==> src/rtl/twin_timer_pkg.sv <==
package twin_timer_pkg;

  localparam int REG_IDX_W = 4;

  typedef struct packed {
    logic                 rdEn;
    logic                 wrEn;
    logic                 hiHalf;
    logic [REG_IDX_W-1:0] regIdx;
  } tmr_strobe_t;

endpackage

==> src/rtl/twin_timer_ctrl.sv <==
module twin_timer_ctrl
  import twin_timer_pkg::*;
#(
  parameter int ADDR_W    = 32,
  parameter int N_HART    = 2,
  parameter logic [ADDR_W-1:0] BASE_ADDR = '0
) (
  input  logic              clk,
  input  logic              rst,
  input  logic              reqValid,
  input  logic              reqWrite,
  input  logic [ADDR_W-1:0] reqAddr,
  output tmr_strobe_t       strobe,
  output logic              rspValid,
  output logic              rspErr
);

  localparam int N_REGS    = N_HART + 1;
  localparam int FIRST_OFF = 'h100;
  localparam int SPAN      = N_REGS * 8;

  logic [ADDR_W-1:0] offset;
  logic [ADDR_W-1:0] relOff;
  logic              inWindow;
  logic              aligned;
  logic              regHit;

  assign offset   = reqAddr - BASE_ADDR;
  assign relOff   = offset - ADDR_W'(FIRST_OFF);
  assign inWindow = (offset >= ADDR_W'(FIRST_OFF)) &&
                    (offset <  ADDR_W'(FIRST_OFF + SPAN));
  assign aligned  = (offset[1:0] == 2'b00);
  assign regHit   = inWindow && aligned;

  always_comb begin
    strobe.rdEn   = reqValid && regHit && !reqWrite;
    strobe.wrEn   = reqValid && regHit &&  reqWrite;
    strobe.hiHalf = relOff[2];
    strobe.regIdx = relOff[3 +: REG_IDX_W];
  end

  always_ff @(posedge clk) begin
    if (rst) begin
      rspValid <= 1'b0;
      rspErr   <= 1'b0;
    end else begin
      rspValid <= reqValid;
      rspErr   <= reqValid && !regHit;
    end
  end

  AST_RSP_FOLLOWS_REQ: assert property (@(posedge clk) disable iff (rst)
    reqValid |=> rspValid);
  AST_RSP_IDLE: assert property (@(posedge clk) disable iff (rst)
    !reqValid |=> !rspValid);
  AST_ERR_IN_RSP: assert property (@(posedge clk) disable iff (rst)
    rspErr |-> rspValid);
  AST_STROBE_EXCL: assert property (@(posedge clk) disable iff (rst)
    !(strobe.rdEn && strobe.wrEn));

endmodule

==> src/rtl/twin_timer_dp.sv <==
module twin_timer_dp
  import twin_timer_pkg::*;
#(
  parameter int DATA_W = 32,
  parameter int N_HART = 2
) (
  input  logic              clk,
  input  logic              rst,
  input  tmr_strobe_t       strobe,
  input  logic [DATA_W-1:0] wrData,
  output logic [DATA_W-1:0] rdData,
  output logic [N_HART-1:0] timerIrq
);

  localparam int CNT_W  = 2 * DATA_W;
  localparam int N_REGS = N_HART + 1;

  // index 0 is the tick counter, index h+1 is hart h's deadline
  logic [CNT_W-1:0]  regQ [N_REGS];
  logic [CNT_W-1:0]  timeNext;
  logic [DATA_W-1:0] rdSel;

  function automatic logic [CNT_W-1:0] mergeHalf(
    input logic [CNT_W-1:0]  cur,
    input logic              hi,
    input logic [DATA_W-1:0] d
  );
    return hi ? {d, cur[DATA_W-1:0]} : {cur[CNT_W-1:DATA_W], d};
  endfunction

  always_comb begin
    if (strobe.wrEn && strobe.regIdx == '0)
      timeNext = mergeHalf(regQ[0], strobe.hiHalf, wrData);
    else
      timeNext = regQ[0] + 1'b1;
  end

  always_ff @(posedge clk) begin
    if (rst) begin
      for (int r = 0; r < N_REGS; r++) regQ[r] <= '0;
    end else begin
      regQ[0] <= timeNext;
      for (int r = 1; r < N_REGS; r++) begin
        if (strobe.wrEn && strobe.regIdx == REG_IDX_W'(r))
          regQ[r] <= mergeHalf(regQ[r], strobe.hiHalf, wrData);
      end
    end
  end

  always_comb begin
    rdSel = '0;
    for (int r = 0; r < N_REGS; r++) begin
      if (strobe.regIdx == REG_IDX_W'(r))
        rdSel = strobe.hiHalf ? regQ[r][CNT_W-1:DATA_W] : regQ[r][DATA_W-1:0];
    end
  end

  always_ff @(posedge clk) begin
    if (rst) rdData <= '0;
    else     rdData <= strobe.rdEn ? rdSel : '0;
  end

  generate
    for (genvar h = 0; h < N_HART; h++) begin : g_hart
      always_ff @(posedge clk) begin
        if (rst) timerIrq[h] <= 1'b1;
        else     timerIrq[h] <= (regQ[0] >= regQ[h+1]);
      end

      AST_DEADLINE_HOLD: assert property (@(posedge clk) disable iff (rst)
        !(strobe.wrEn && strobe.regIdx == REG_IDX_W'(h+1)) |=> $stable(regQ[h+1]));
      AST_LOW_WRITE_KEEPS_HIGH: assert property (@(posedge clk) disable iff (rst)
        (strobe.wrEn && !strobe.hiHalf && strobe.regIdx == REG_IDX_W'(h+1))
        |=> regQ[h+1][CNT_W-1:DATA_W] == $past(regQ[h+1][CNT_W-1:DATA_W]));
      AST_HIGH_WRITE_KEEPS_LOW: assert property (@(posedge clk) disable iff (rst)
        (strobe.wrEn && strobe.hiHalf && strobe.regIdx == REG_IDX_W'(h+1))
        |=> regQ[h+1][DATA_W-1:0] == $past(regQ[h+1][DATA_W-1:0]));
    end
  endgenerate

  AST_TIME_STEP: assert property (@(posedge clk) disable iff (rst)
    !(strobe.wrEn && strobe.regIdx == '0) |=> regQ[0] == $past(regQ[0]) + 1'b1);
  AST_TIME_WRITE_WINS: assert property (@(posedge clk) disable iff (rst)
    (strobe.wrEn && strobe.regIdx == '0 && !strobe.hiHalf)
    |=> regQ[0][DATA_W-1:0] == $past(wrData));

endmodule

==> src/rtl/twin_hart_timer.sv <==
module twin_hart_timer
  import twin_timer_pkg::*;
#(
  parameter int ADDR_W = 32,
  parameter int DATA_W = 32,
  parameter int N_HART = 2,
  parameter logic [ADDR_W-1:0] BASE_ADDR = '0
) (
  input  logic              clk,
  input  logic              rst,
  input  logic              reqValid,
  input  logic              reqWrite,
  input  logic [ADDR_W-1:0] reqAddr,
  input  logic [DATA_W-1:0] reqWdata,
  output logic              rspValid,
  output logic              rspErr,
  output logic [DATA_W-1:0] rspData,
  output logic [N_HART-1:0] timerIrq
);

  tmr_strobe_t strobe;

  twin_timer_ctrl #(
    .ADDR_W    (ADDR_W),
    .N_HART    (N_HART),
    .BASE_ADDR (BASE_ADDR)
  ) ctrl_i (
    .clk      (clk),
    .rst      (rst),
    .reqValid (reqValid),
    .reqWrite (reqWrite),
    .reqAddr  (reqAddr),
    .strobe   (strobe),
    .rspValid (rspValid),
    .rspErr   (rspErr)
  );

  twin_timer_dp #(
    .DATA_W (DATA_W),
    .N_HART (N_HART)
  ) dp_i (
    .clk      (clk),
    .rst      (rst),
    .strobe   (strobe),
    .wrData   (reqWdata),
    .rdData   (rspData),
    .timerIrq (timerIrq)
  );

  AST_ERR_NO_DATA: assert property (@(posedge clk) disable iff (rst)
    rspErr |-> rspData == '0);

endmodule

==> config.mk <==
export PLATFORM = sky130hd
export DESIGN_NAME = twin_hart_timer
export DESIGN_NICKNAME = d
export VERILOG_FILES = /design/src/rtl/twin_timer_pkg.sv /design/src/rtl/twin_timer_ctrl.sv /design/src/rtl/twin_timer_dp.sv /design/src/rtl/twin_hart_timer.sv
export SDC_FILE = /design/constraint.sdc
export NUM_CORES = 1
export LEC_CHECK = 0
export BUFFER_PORTS_ARGS = -buffer_cell sky130_fd_sc_hd__clkbuf_2
export CAP_MARGIN = 20
export CORE_ASPECT_RATIO = 0.8
export CORE_MARGIN = 1.5
export CORE_UTILIZATION = 45
export DETAILED_ROUTE_END_ITERATION = 6
export PLACE_DENSITY_LB_ADDON = 0.25
export SLEW_MARGIN = 20
export SYNTH_ARGS = -nofsm -noshare
export SYNTH_HDL_FRONTEND = slang
export SYNTH_SLANG_ARGS = --single-unit
==> constraint.sdc <==
create_clock -name clk -period 3.8 [get_ports clk]
set_input_delay 0.57 -clock clk [delete_from_list [all_inputs] [get_ports clk]]
set_output_delay 0.57 -clock clk [all_outputs]
set_load 0.02 [all_outputs]
* After elaboration in Yosys (flattened, before gate mapping)
Memory sizes are Yosys's and may differ from the RTL's.
Index checks and enable logic that the tools add are counted.
** Word-level totals
- Bits in latches :: 0
- Memories kept :: 1
- Word-level logic and storage cells :: 54
- Register bits :: 36
- Input port bits :: 68
- Output and inout port bits :: 36
- Bits in read-only memories :: 0
- Memory bits (writable) :: 192
** Cells by class
- Shift-type cells :: 0
- Add/subtract/negate cells :: 2
- Divide/modulo/power cells :: 0
- Reduce and logical (&&, ||, !) cells :: 14
- Bitwise operators :: 4
- Magnitude comparators :: 4
- Equal/unequal tests :: 2
- Mux-type cells :: 22
- $mul :: 0
** Memories
- dp_i.regQ :: words 3, width 64, read ports 3, clocked after memory_dff 0, wr ports 3, RTL line twin_timer_dp.sv:19 : logic [CNT_W-1:0] regQ [N_REGS];
** Operators with widths (count)
- 2-to-1 mux 64 bit :: 7
- 2-to-1 mux 32 bit :: 6
- greater-or-equal comparator 64 bit :: 2
- adder 64 x 1 -> 64 bit (second input constant) :: 1
- greater-or-equal comparator 32 x 9 -> 1 bit (second input constant) :: 1
- < comparator 32 x 9 -> 1 bit (second input constant) :: 1
- logical AND 1 bit :: 9
- 2-to-1 mux 1 bit :: 9
- subtractor 7 x 1 -> 7 bit (second input constant) :: 1
- equality test 4 x 1 -> 1 bit (second input constant) :: 1
- equality test 4 x 2 -> 1 bit (second input constant) :: 1
- zero test 4 bit :: 1
- OR 1 bit :: 3
- zero test 1 bit :: 2
- zero test 2 bit :: 1
- OR reduction 2 bit :: 1
- NOT 1 bit :: 1

* Depth between registers and ports, before layout
Gate-level depths: netlist of the first run.
- Word-level depth :: 10
- Gate-level depth with buffers :: 8
- Mapped depth without buffers :: 8

* Cells and area by module
Synthesis of the first run repeated with hierarchy kept, for this count alone.
** Unflattened totals
- Cell total of the unflattened synthesis :: 1370
- Area, all modules :: 13802.0 um^2
** By module, submodules not included
- twin_timer_dp :: cells each 1348, seq. area each 6446.2 um^2, area an instance 13603.0 um^2, times used 1
- twin_timer_ctrl :: cells each 22, seq. area each 40.0 um^2, area an instance 198.9 um^2, times used 1

* Worst setup path before layout of the first run
No wires, ideal clock.
- Kind :: input -> register
- Start point :: input reqAddr[5]
- End point :: memory dp_i.regQ[0][64] in the netlist's numbering, enable pin
- Slack :: 345 ps
- Data required time :: 3379 ps
- Path buffers :: 1
- Library setup time :: 421 ps
- Stages on the path :: 4
- Arrival time :: 3034 ps
- Path through :: nor4b_1 > clkbuf_1 > a31oi_1 > nor2_1
** RTL lines
- start, declared :: RTL line twin_hart_timer.sv:13 : input logic [ADDR_W-1:0] reqAddr,
- end, declared :: RTL line twin_timer_dp.sv:19

==> run metrics, run 1 <==
clk buf depth=3; Post-synth ARST share=0; total track usage=0.261; Tcrit/Tclk final=0.764; DP HPWL=29100 µm; Synth area leader=edfxtp_1; post-route ant nets=0; PD cells=374 nW/µm²; diodes inserted=0; Worst VDD drop=293 µV; CP Data Required Time=4060 ps; most used flip-flop cell after synthesis=edfxtp_1; Synthesized Nets=1591; multi-input logic area=approximately 6600 µm²; register area=6490 µm²; nets@finish=1692; Via density=5.73; Core Area=approximately 30000 µm²; clock sinks=228; Tot Pwr=5.88 mW; CP startpoint kind=flip-flop; worst slew pin tran=between 1000 and 1500 ps; total wire length=41400 µm; leakage dissipation=around 6.8 nW; Arrival @ worst endpoint=3160 ps; most frequent cell after synthesis=edfxtp_1; Crit. End Element=flip-flop; setup tns final=0 ps; cts bufs inserted=25; Peak Freq=345 MHz; number of global-route vias before repair=10500; port buffer count=between 100 and 150; routed vias=11000; Area growth syn-to-layout=14.0%; ranking of synthesized cells by area=edfxtp_1 42%, ha_1 12%, dfxtp_1 5.2%, nand2_1 4.8%, inv_1 4.0%; status=finished clean; final hold vios=0; DRT Pass-1 Iters=6; Filler cells=2796; postcts setup bufs=0; post-synthesis sequential area ratio=0.470; WL per Instance=21.5 µm; CTS tree=built; Synth cell types=53; Mapped Cells=1394; detailed-route DRC error count=0; DRT iter0 DRCs=around 1200; top post-synthesis cells by count=192 x edfxtp_1, 178 x nand2_1, 148 x inv_1; Max-Cap Viols=0; Worst-Skew Late Latency=around 530 ps; max_slew headroom=0.289; largest net degree at the start of global routing=93; fin util=0.520; # rows=57; fin. max-slew vios=0; layout cell share with drive strength beyond 1=0.145; cts repair resizes=0; Avg Cell Area, Syn=between 9 and 10 µm²; num ports=104; Worst Hold Class=in -> reg; number of synthesized flops with an enable pin=192; post-synthesis register bit count=228; first-pass GRT wire length=62300 µm; WHS=335 ps; Initial Util=0.456; Worst Clk Skew=10.6 ps; GR Overflow Total=0; # hold bufs at CTS=0; DP Cell Count=1881; WS Path Type=reg -> reg; Placer Congestion=between 0.8 and 0.9; Max FO, Critical Path=9; CTS clk-pin slew, worst paths=60 ps; r2r setup slk=about 900 ps; synth warn=0; Netlist Area Pre-Place=between 10000 and 15000 µm²; post-route minimum period=around 2900 ps; Clock Tree Root=clkbuf_16; unrepaired setup endpoints after global routing=no; die width=approximately 200 µm; final setup fails=0; final std cells w/o fill=1924; htree depth=1; initial antenna violation count=0; Die Ht=160 µm; die area=31700 µm²; share of the synthesized area in the top cell type=0.418
-- cell type report --
type | count | area share
multi-input cells | 963 | 0.421
clock inverters | 5 | 0.00493
repair buffers | 129 | 0.0469
well taps | 413 | 0.0328
inverters | 148 | 0.0353
clock buffers | 38 | 0.0467
flip-flops and latches | 228 | 0.412
-- critical path: stages, from the launching register on --
cell and delay [ps]:
edfxtp_1 520, nand3_1 280, nor4_1 450, nand4_1 510
buf_4 380, nor3_1 240, xnor2_1 160, o21ai_0 90
-- worst paths after layout --
path,from,endpoint,depth (start not counted)
hold reg to reg,dp_i.regQ[0][188],dp_i.rdData[28],4
setup / recovery,dp_i.regQ[0][27],dp_i.regQ[0][54],7
hold / removal,reqValid,ctrl_i.rspValid,2
setup reg to reg,dp_i.regQ[0][27],dp_i.regQ[0][54],7
-- cells in the final DEF, fill, tap and decap left out, types with 26 or more instances in the layout --
cell / n
nand4_1: 33
and2_1: 67
nand3_1: 27
nor3_1: 26
inv_1: 148
nand2_1: 178
clkbuf_2: 102
ha_1: 129
xnor2_1: 41
a21oi_1: 88
a22oi_1: 32
nor2_1: 34
o21ai_0: 108
edfxtp_1: 192
dfxtp_1: 36
mux2_2: 31
-- metrics by stage --
step           area [µm²]  worst slack (ps)
2_1_floorplan       13800               345
3_3_place_gp        14900               705
3_5_place_dp        14900               558
4_1_cts             15700               949
5_1_grt             15700               657
6_report            15700               899
-- cell families (layout without fill, tap and decap cells) --
family	after synthesis	after routing	share of synthesized area
buffers and inverters	203	320	0.0560
DFF	228	228	0.470
muxes	31	31	0.0253
AOI/OAI and AO/OA	309	309	0.135
and+or+nand+nor	432	432	0.158
adders and majority gates	129	129	0.117
xor gates and xnor gates	62	62	0.0393
-- report_power, final --
group | total (mW) | switching (mW) | internal, mW | leakage, nW
clock | 2.46 | 1.00 | 1.46 | 0.397
combinational | 0.531 | 0.348 | 0.184 | 4.13
sequential | 2.89 | 0.0571 | 2.83 | 2.23
total | 5.88 | 1.41 | 4.47 | 6.76
-- routing by layer --
layer  wire length, µm  track usage  share of wire
met2             17800        0.386           0.43
met5                 0            0              0
met3              3640       0.0475          0.088
met4              1420       0.0868          0.034
met1             18600        0.386           0.45
-- registers in the layout, indices dropped and copies added (netlist names) --
name	count
dp_i.regQ	192
dp_i.rdData	32
dp_i.timerIrq	2
ctrl_i.rspErr	1
ctrl_i.rspValid	1
Power figures use the tool's default switching activity.
==> run 2, diff against run 1 <==
Settings changed: ABC_AREA from default to 1.
Clock period 3.8 ns to 2.5 ns, I/O delays scaled along.
==> run 2 against run 1 <==
Effect of this change: worst hold slack worse by 230 ps; flip-flop and latch count unchanged; non-clock buffer count rose by 39; total power grew 61%; die area increased by 8.1%; global-route usage rose by 3.7 points; final cell count increased by 29%; routed wire length increased by 23%; largest power group unchanged.
==> run metrics, run 2 <==
diodes inserted=0 (unchanged); met3 WL=5030 µm (+38%); detailed-route DRC error count=0 (unchanged); Worst VDD drop=553 µV (+89%); Max FO, Critical Path=8 (-1); most frequent cells in the layout=468 x nand2_1, 276 x inv_1, 243 x nor2_1, 192 x edfxtp_1, 131 x a21oi_1; ranking of synthesized cells by area=edfxtp_1 39%, nand2_1 12%, ha_1 11%, inv_1 6.9%, nor2_1 6.2%; Biggest register=dp_i.regQ; commonest non-fill, non-tap cell in the layout=nand2_1; post-synthesis register bit count=228 (unchanged); top flop regs=dp_i.regQ x192, dp_i.rdData x32, dp_i.timerIrq x2; CTS clk-pin slew, worst paths=60 ps (about the same); nets@finish=2231 (+32%); DRT iter0 DRCs=1631 (+37%); Tot Pwr=9.45 mW (+61%); Mapped Cells=1893 (+36%); Synth area leader=edfxtp_1; first-pass GRT wire length=77100 µm (+24%); CP Data Required Time=2850 ps (-1210 ps); Post-synth ARST share=0 (unchanged); Die Ht=166 µm (+3.9%); htree depth=1 (unchanged); leakage dissipation=7.98 nW (+18%); max_slew headroom=0.591 (+0.302); most frequent cell after synthesis=nand2_1; max FFs per register=192 (unchanged); DRT Pass-1 Iters=5 (-1); DP Cell Count=2433 (+29%); postcts setup bufs=0 (unchanged); layout cell share with drive strength beyond 1=0.119 (-0.0257); met2 wire len=21800 µm (+22%); final setup fails=0 (unchanged); Placer Congestion=1.02 (+16%); Worst Clk Skew=23.1 ps (+12.5 ps); Placed Instance Area=16400 µm² (+9.8%); Filler cells=3161 (+13%); Netlist Area Pre-Place=14900 µm² (+8.2%); # hold bufs at CTS=0 (unchanged); unrepaired setup endpoints after global routing=no; CTS tree=built; total wire length=50800 µm (+23%); WL per Instance=20.5 µm (-4.9%); worst slew pin tran=612 ps (-452 ps); synth warn=0 (unchanged); Via density=5.55 (-3.2%); Arrival @ worst endpoint=2750 ps (-410 ps); CP startpoint kind=flip-flop; fin. max-slew vios=0 (unchanged); PD cells=546 nW/µm² (+46%); fin util=0.530 (+0.00983); Crit. End Element=flip-flop; Clock Tree Root=clkbuf_16; cts bufs inserted=26 (+4.0%); Worst-Skew Late Latency=560 ps (+30 ps); total track usage=0.298 (+0.0371); number of global-route vias before repair=13300 (+27%); DP HPWL=38700 µm (+33%); post-route ant nets=0 (unchanged); Worst Hold Class=in -> reg; Initial Util=0.458 (+0.00124); clock sinks=228 (unchanged); # rows=59 (+3.5%); Tcrit/Tclk final=0.963 (+0.199); WS Path Type=reg -> reg; initial antenna violation count=1 (+1); routed vias=13800 (+25%); num ports=104 (unchanged); Area growth syn-to-layout=15.8%; final std cells w/o fill=2481 (+29%); post-layout instance area=17300 µm² (+9.9%); top post-synthesis cells by count=468 x nand2_1, 276 x inv_1, 248 x nor2_1; post-synthesis sequential area ratio=0.434 (-0.0356); status=finished clean; multi-input logic area=7200 µm² (+8.7%); register area=6490 µm² (unchanged); share of the synthesized area in the top cell type=0.386 (-0.0316); post-route minimum period=2410 ps (-494 ps); setup tns final=0 ps (unchanged); Avg Cell Area, Syn=7.89 µm² (-20%); number of synthesized flops with an enable pin=192 (unchanged); Peak Freq=415 MHz (+21%); GR Overflow Total=0 (unchanged); die area=34300 µm² (+8.1%); Core Area=32600 µm² (+7.9%); Synthesized Nets=2090 (+31%); Synth cell types=39 (-26%); cts repair resizes=0 (unchanged); wl on met1=22900 µm (+23%); largest net degree at the start of global routing=60 (-35%); most used flip-flop cell after synthesis=edfxtp_1; port buffer count=103 (unchanged); Max-Cap Viols=0 (unchanged); clk buf depth=3 (unchanged); uppermost layer routed=met5; die width=207 µm (+4.0%); final hold vios=0 (unchanged)
## run 2: cell count changes after synthesis, moves of 32 or more
cell and delta:
nand2_1 +290, nor2_1 +208, inv_1 +128, and2_1 -63
nand3_1 +47, a21oi_1 +42, xnor2_1 -33, a22oi_1 -32
## run 2: cell families after synthesis
group	synth area share
fa+ha+maj	0.108
simple gates	0.245
flops	0.434
compound gates	0.111
xor+xnor	0.0152
buf+inv	0.0862
## run 2: through the flow
| step | setup WS (ps) | hold WS [ps] |
|---|---|---|
| final | 92.7 | 107 |
| after global routing | 21.6 | 117 |
| after CTS | 131 | 88.5 |
| after detailed placement | 130 | 629 |
| after global placement | 164 | 631 |
| after floorplan | -443 | 537 |
## run 2: area by class of cell
type,count,share of cell area
flip-flops and latches,228,0.375
repair buffers,168,0.0640
well taps,427,0.0309
multi-input cells,1329,0.416
inverters,281,0.0610
clock inverters,13,0.00991
clock buffers,35,0.0431
## run 2: layer usage
| layer | global-route usage | up-vias |
|---|---|---|
| met1 | 0.445 | 6484 |
| met2 | 0.444 | 642 |
| met4 | 0.0633 | 2 |
| met5 | 0 | - |
| li1 | - | 6556 |
| met3 | 0.0624 | 88 |
## run 2: report_power, final
group / switching [mW] / internal (mW) / total, mW / leakage (nW)
sequential: 0.0965 / 4.31 / 4.40 / 2.23
combinational: 0.579 / 0.275 / 0.854 / 5.31
clock: 1.69 / 2.50 / 4.19 / 0.446
total: 2.36 / 7.08 / 9.45 / 7.98
## run 2: path summary, 6_finish.rpt
kind                                        start          endpoint  slack (ps)  depth (start not counted)
worst max-delay path              dp_i.regQ[0][2]  dp_i.regQ[0][35]          90                          9
worst min-delay path                     reqValid     ctrl_i.rspErr         110                          3
worst max register to register    dp_i.regQ[0][2]  dp_i.regQ[0][35]          90                          9
worst min register to register  dp_i.regQ[0][100]    dp_i.rdData[4]         640                          4
## run 2: critical path, stage by stage (launching register included)
cell and delay [ps]:
edfxtp_1 550, nand3_2 220, inv_2 150, nand2_2 110, nor2_4 270, nand2_2 180, nor2_4 240, xor2_1 160
nand2_1 70, a21oi_1 260
==> run 3, diff against run 2 <==
Settings changed: ABC_CLOCK_PERIOD_IN_PS from default to 2500, CORE_ASPECT_RATIO 0.8 to 1.1, CORE_UTILIZATION 45 to 56.
==> run 3 against run 2 <==
Effect of this change: register-to-register slack gained 70 ps; design area shrank 0.43%; the flow now finishes with violations (DRC); clock skew shrank 9.1 ps; sequential share of layout area grew 0.16 points; critical endpoint unchanged.
==> run metrics, run 3 (synthesis results as in run 2) <==
Biggest register=dp_i.regQ; ordered list of cells on the worst path=inv_1 > nor3_1 > nand3_1 > nor2_4 > xor2_1 > nand2_1 > a21oi_1; final hold vios=0 (unchanged); Tot Pwr=8.96 mW (-5.1%); failing checks=DRC; # rows=62 (+5.1%); Worst-Skew Late Latency=540 ps (-20 ps); Int Pwr=6.74 mW (-4.8%); Initial Util=0.571 (+0.114); Die Ht=174 µm (+5.0%); detailed-route DRC error count=1 (+1); post-layout instance area=17200 µm² (-0.43%); highest-delay cell along the critical path=edfxtp_1; largest net degree at the start of global routing=64 (+6.7%); total wire length=50100 µm (-1.4%); buffers plus inverters on the worst setup path=1 (unchanged); htree depth=1 (unchanged); die width=159 µm (-23%); worst slew pin tran=666 ps (+54.0 ps); CP max stage delay=520 ps (-30 ps); post-route ant nets=0 (unchanged); Placer Congestion=1.07 (+4.5%); final setup fails=0 (unchanged); DP Cell Count=2366 (-2.8%); Filler cells=2278 (-28%); unrepaired setup endpoints after global routing=no; nets@finish=2242 (+0.49%); total track usage=0.363 (+0.0641); WS Path Type=reg -> reg; first-pass GRT wire length=76800 µm (-0.48%); port buffer count=103 (unchanged); Core Area=26100 µm² (-20%); Clock Tree Root=clkbuf_16; Worst VDD drop=611 µV (+11%); Via density=5.84 (+5.2%); # hold bufs at CTS=0 (unchanged); r2r setup slk=170 ps (+70 ps); commonest non-fill, non-tap cell in the layout=nand2_1; leakage dissipation=8.00 nW (+0.25%); DP HPWL=38100 µm (-1.6%); max FFs per register=192 (unchanged); layout cell share with drive strength beyond 1=0.122 (+0.00245); Tcrit/Tclk final=0.934 (-0.0292); post-route minimum period=2330 ps (-73.0 ps); sw frac=0.248 (-0.00227); Clock Power Share=0.410 (-0.034); fin. max-slew vios=0 (unchanged); share of power burned in registers=0.490 (+0.024); die area=27700 µm² (-19%); most frequent cells in the layout=468 x nand2_1, 276 x inv_1, 243 x nor2_1, 192 x edfxtp_1, 131 x a21oi_1; CP Data Required Time=2860 ps (about the same); WL per Instance=20.8 µm (+1.4%); Max FO, Critical Path=7 (-1); CTS clk-pin slew, worst paths=60 ps (about the same); Top delay family on crit path=simple AND/OR/NAND/NOR gates; DRT iter0 DRCs=1492 (-8.5%); num ports=104 (unchanged); Crit. End Element=flip-flop; CTS tree=built; diodes inserted=0 (unchanged); Worst Clk Skew=14.0 ps (-9.10 ps); initial antenna violation count=1 (unchanged); CP startpoint kind=flip-flop; Area growth syn-to-layout=15.3%; clk buf depth=3 (unchanged); status=finished with violations; Max-Cap Viols=0 (unchanged); combinational share of power=0.100 (+0.010); clock sinks=228 (unchanged); top flop regs=dp_i.regQ x192, dp_i.rdData x32, dp_i.timerIrq x2; Peak Freq=428 MHz (+3.1%); max_slew headroom=0.555 (-0.0361); routed vias=14100 (+2.4%); number of global-route vias before repair=13900 (+5.0%); DRT Pass-1 Iters=7 (+2); Arrival @ worst endpoint=2690 ps (-60 ps); GR Overflow Total=0 (unchanged); final std cells w/o fill=2414 (-2.7%); Placed Instance Area=16400 µm² (about the same); cts bufs inserted=25 (-3.8%); PD cells=521 nW/µm² (-4.7%); Switch Pwr=2.22 mW (-6.0%); Worst Hold Class=in -> reg
run 3: cell types whose count changed in the layout (fill, tap and decap cells not counted), moves of 2 or more:
cell and delta:
clkinvlp_4 -2, buf_4 +8, bufinv_16 -2, buf_12 +4, clkbuf_1 +3, clkbuf_16 -2
run 3: layout make-up:
| cell class | instances | area [µm²] | share of cell area |
|---|---|---|---|
| tap | 352 | 440 | 0.0256 |
| clock inverter | 9 | 103 | 0.00596 |
| timing repair buffer | 180 | 1250 | 0.0724 |
| multi-input combinational | 1329 | 7200 | 0.418 |
| clock buffer | 35 | 693 | 0.0403 |
| inverter | 281 | 1050 | 0.0613 |
| sequential | 228 | 6490 | 0.377 |
run 3: per-stage QoR:
| stage | worst slack [ps] | TNS (ps) | hold slack [ps] | utilization |
|---|---|---|---|---|
| floorplan | -443 | -56420 | 537 | - |
| global placement | 167 | 0 | 620 | 0.627 |
| detailed placement | 129 | 0 | 626 | 0.627 |
| CTS | 87.4 | 0 | 105 | 0.657 |
| global route | 70.3 | 0 | 142 | 0.659 |
| finish | 166 | 0 | 112 | 0.659 |
run 3: repair_timing:
item	4_1_cts	5_1_grt
endpoints found under the setup margin	0	7
resized for setup	0	1
buffers inserted	0	4
hold endpoints to repair	0	0
run 3: metal layers:
metal / share of wire / wire length, µm / global-route usage
met1: 0.39 / 19400 / 0.467
met2: 0.46 / 23200 / 0.603
met4: 0.042 / 2120 / 0.160
met3: 0.11 / 5370 / 0.0611
met5: 0 / 0 / 0
run 3: final timing paths:
check | to | start | depth (start not counted)
setup reg to reg | dp_i.regQ[0][35] | dp_i.regQ[0][34] | 7
hold / removal | ctrl_i.rspErr | reqValid | 3
setup / recovery | dp_i.regQ[0][35] | dp_i.regQ[0][34] | 7
hold reg to reg | dp_i.rdData[28] | dp_i.regQ[0][124] | 4
run 3: worst reg2reg max path, cell delays in order (launching register included):
cell,delay (ps)
edfxtp_1,520
inv_1,230
nor3_1,430
nand3_1,200
nor2_4,320
xor2_1,180
nand2_1,70
a21oi_1,220
run 3: power by group through the flow:
stage          Sequential [mW]  Clock [mW]  Combinational (mW)
2_1_floorplan             4.46           0               0.493
3_3_place_gp              4.47           0               0.835
3_5_place_dp              4.48           0               0.865
4_1_cts                   4.40        3.69               0.873
5_1_grt                   4.41        3.83               0.984
6_report                  4.40        3.68               0.894
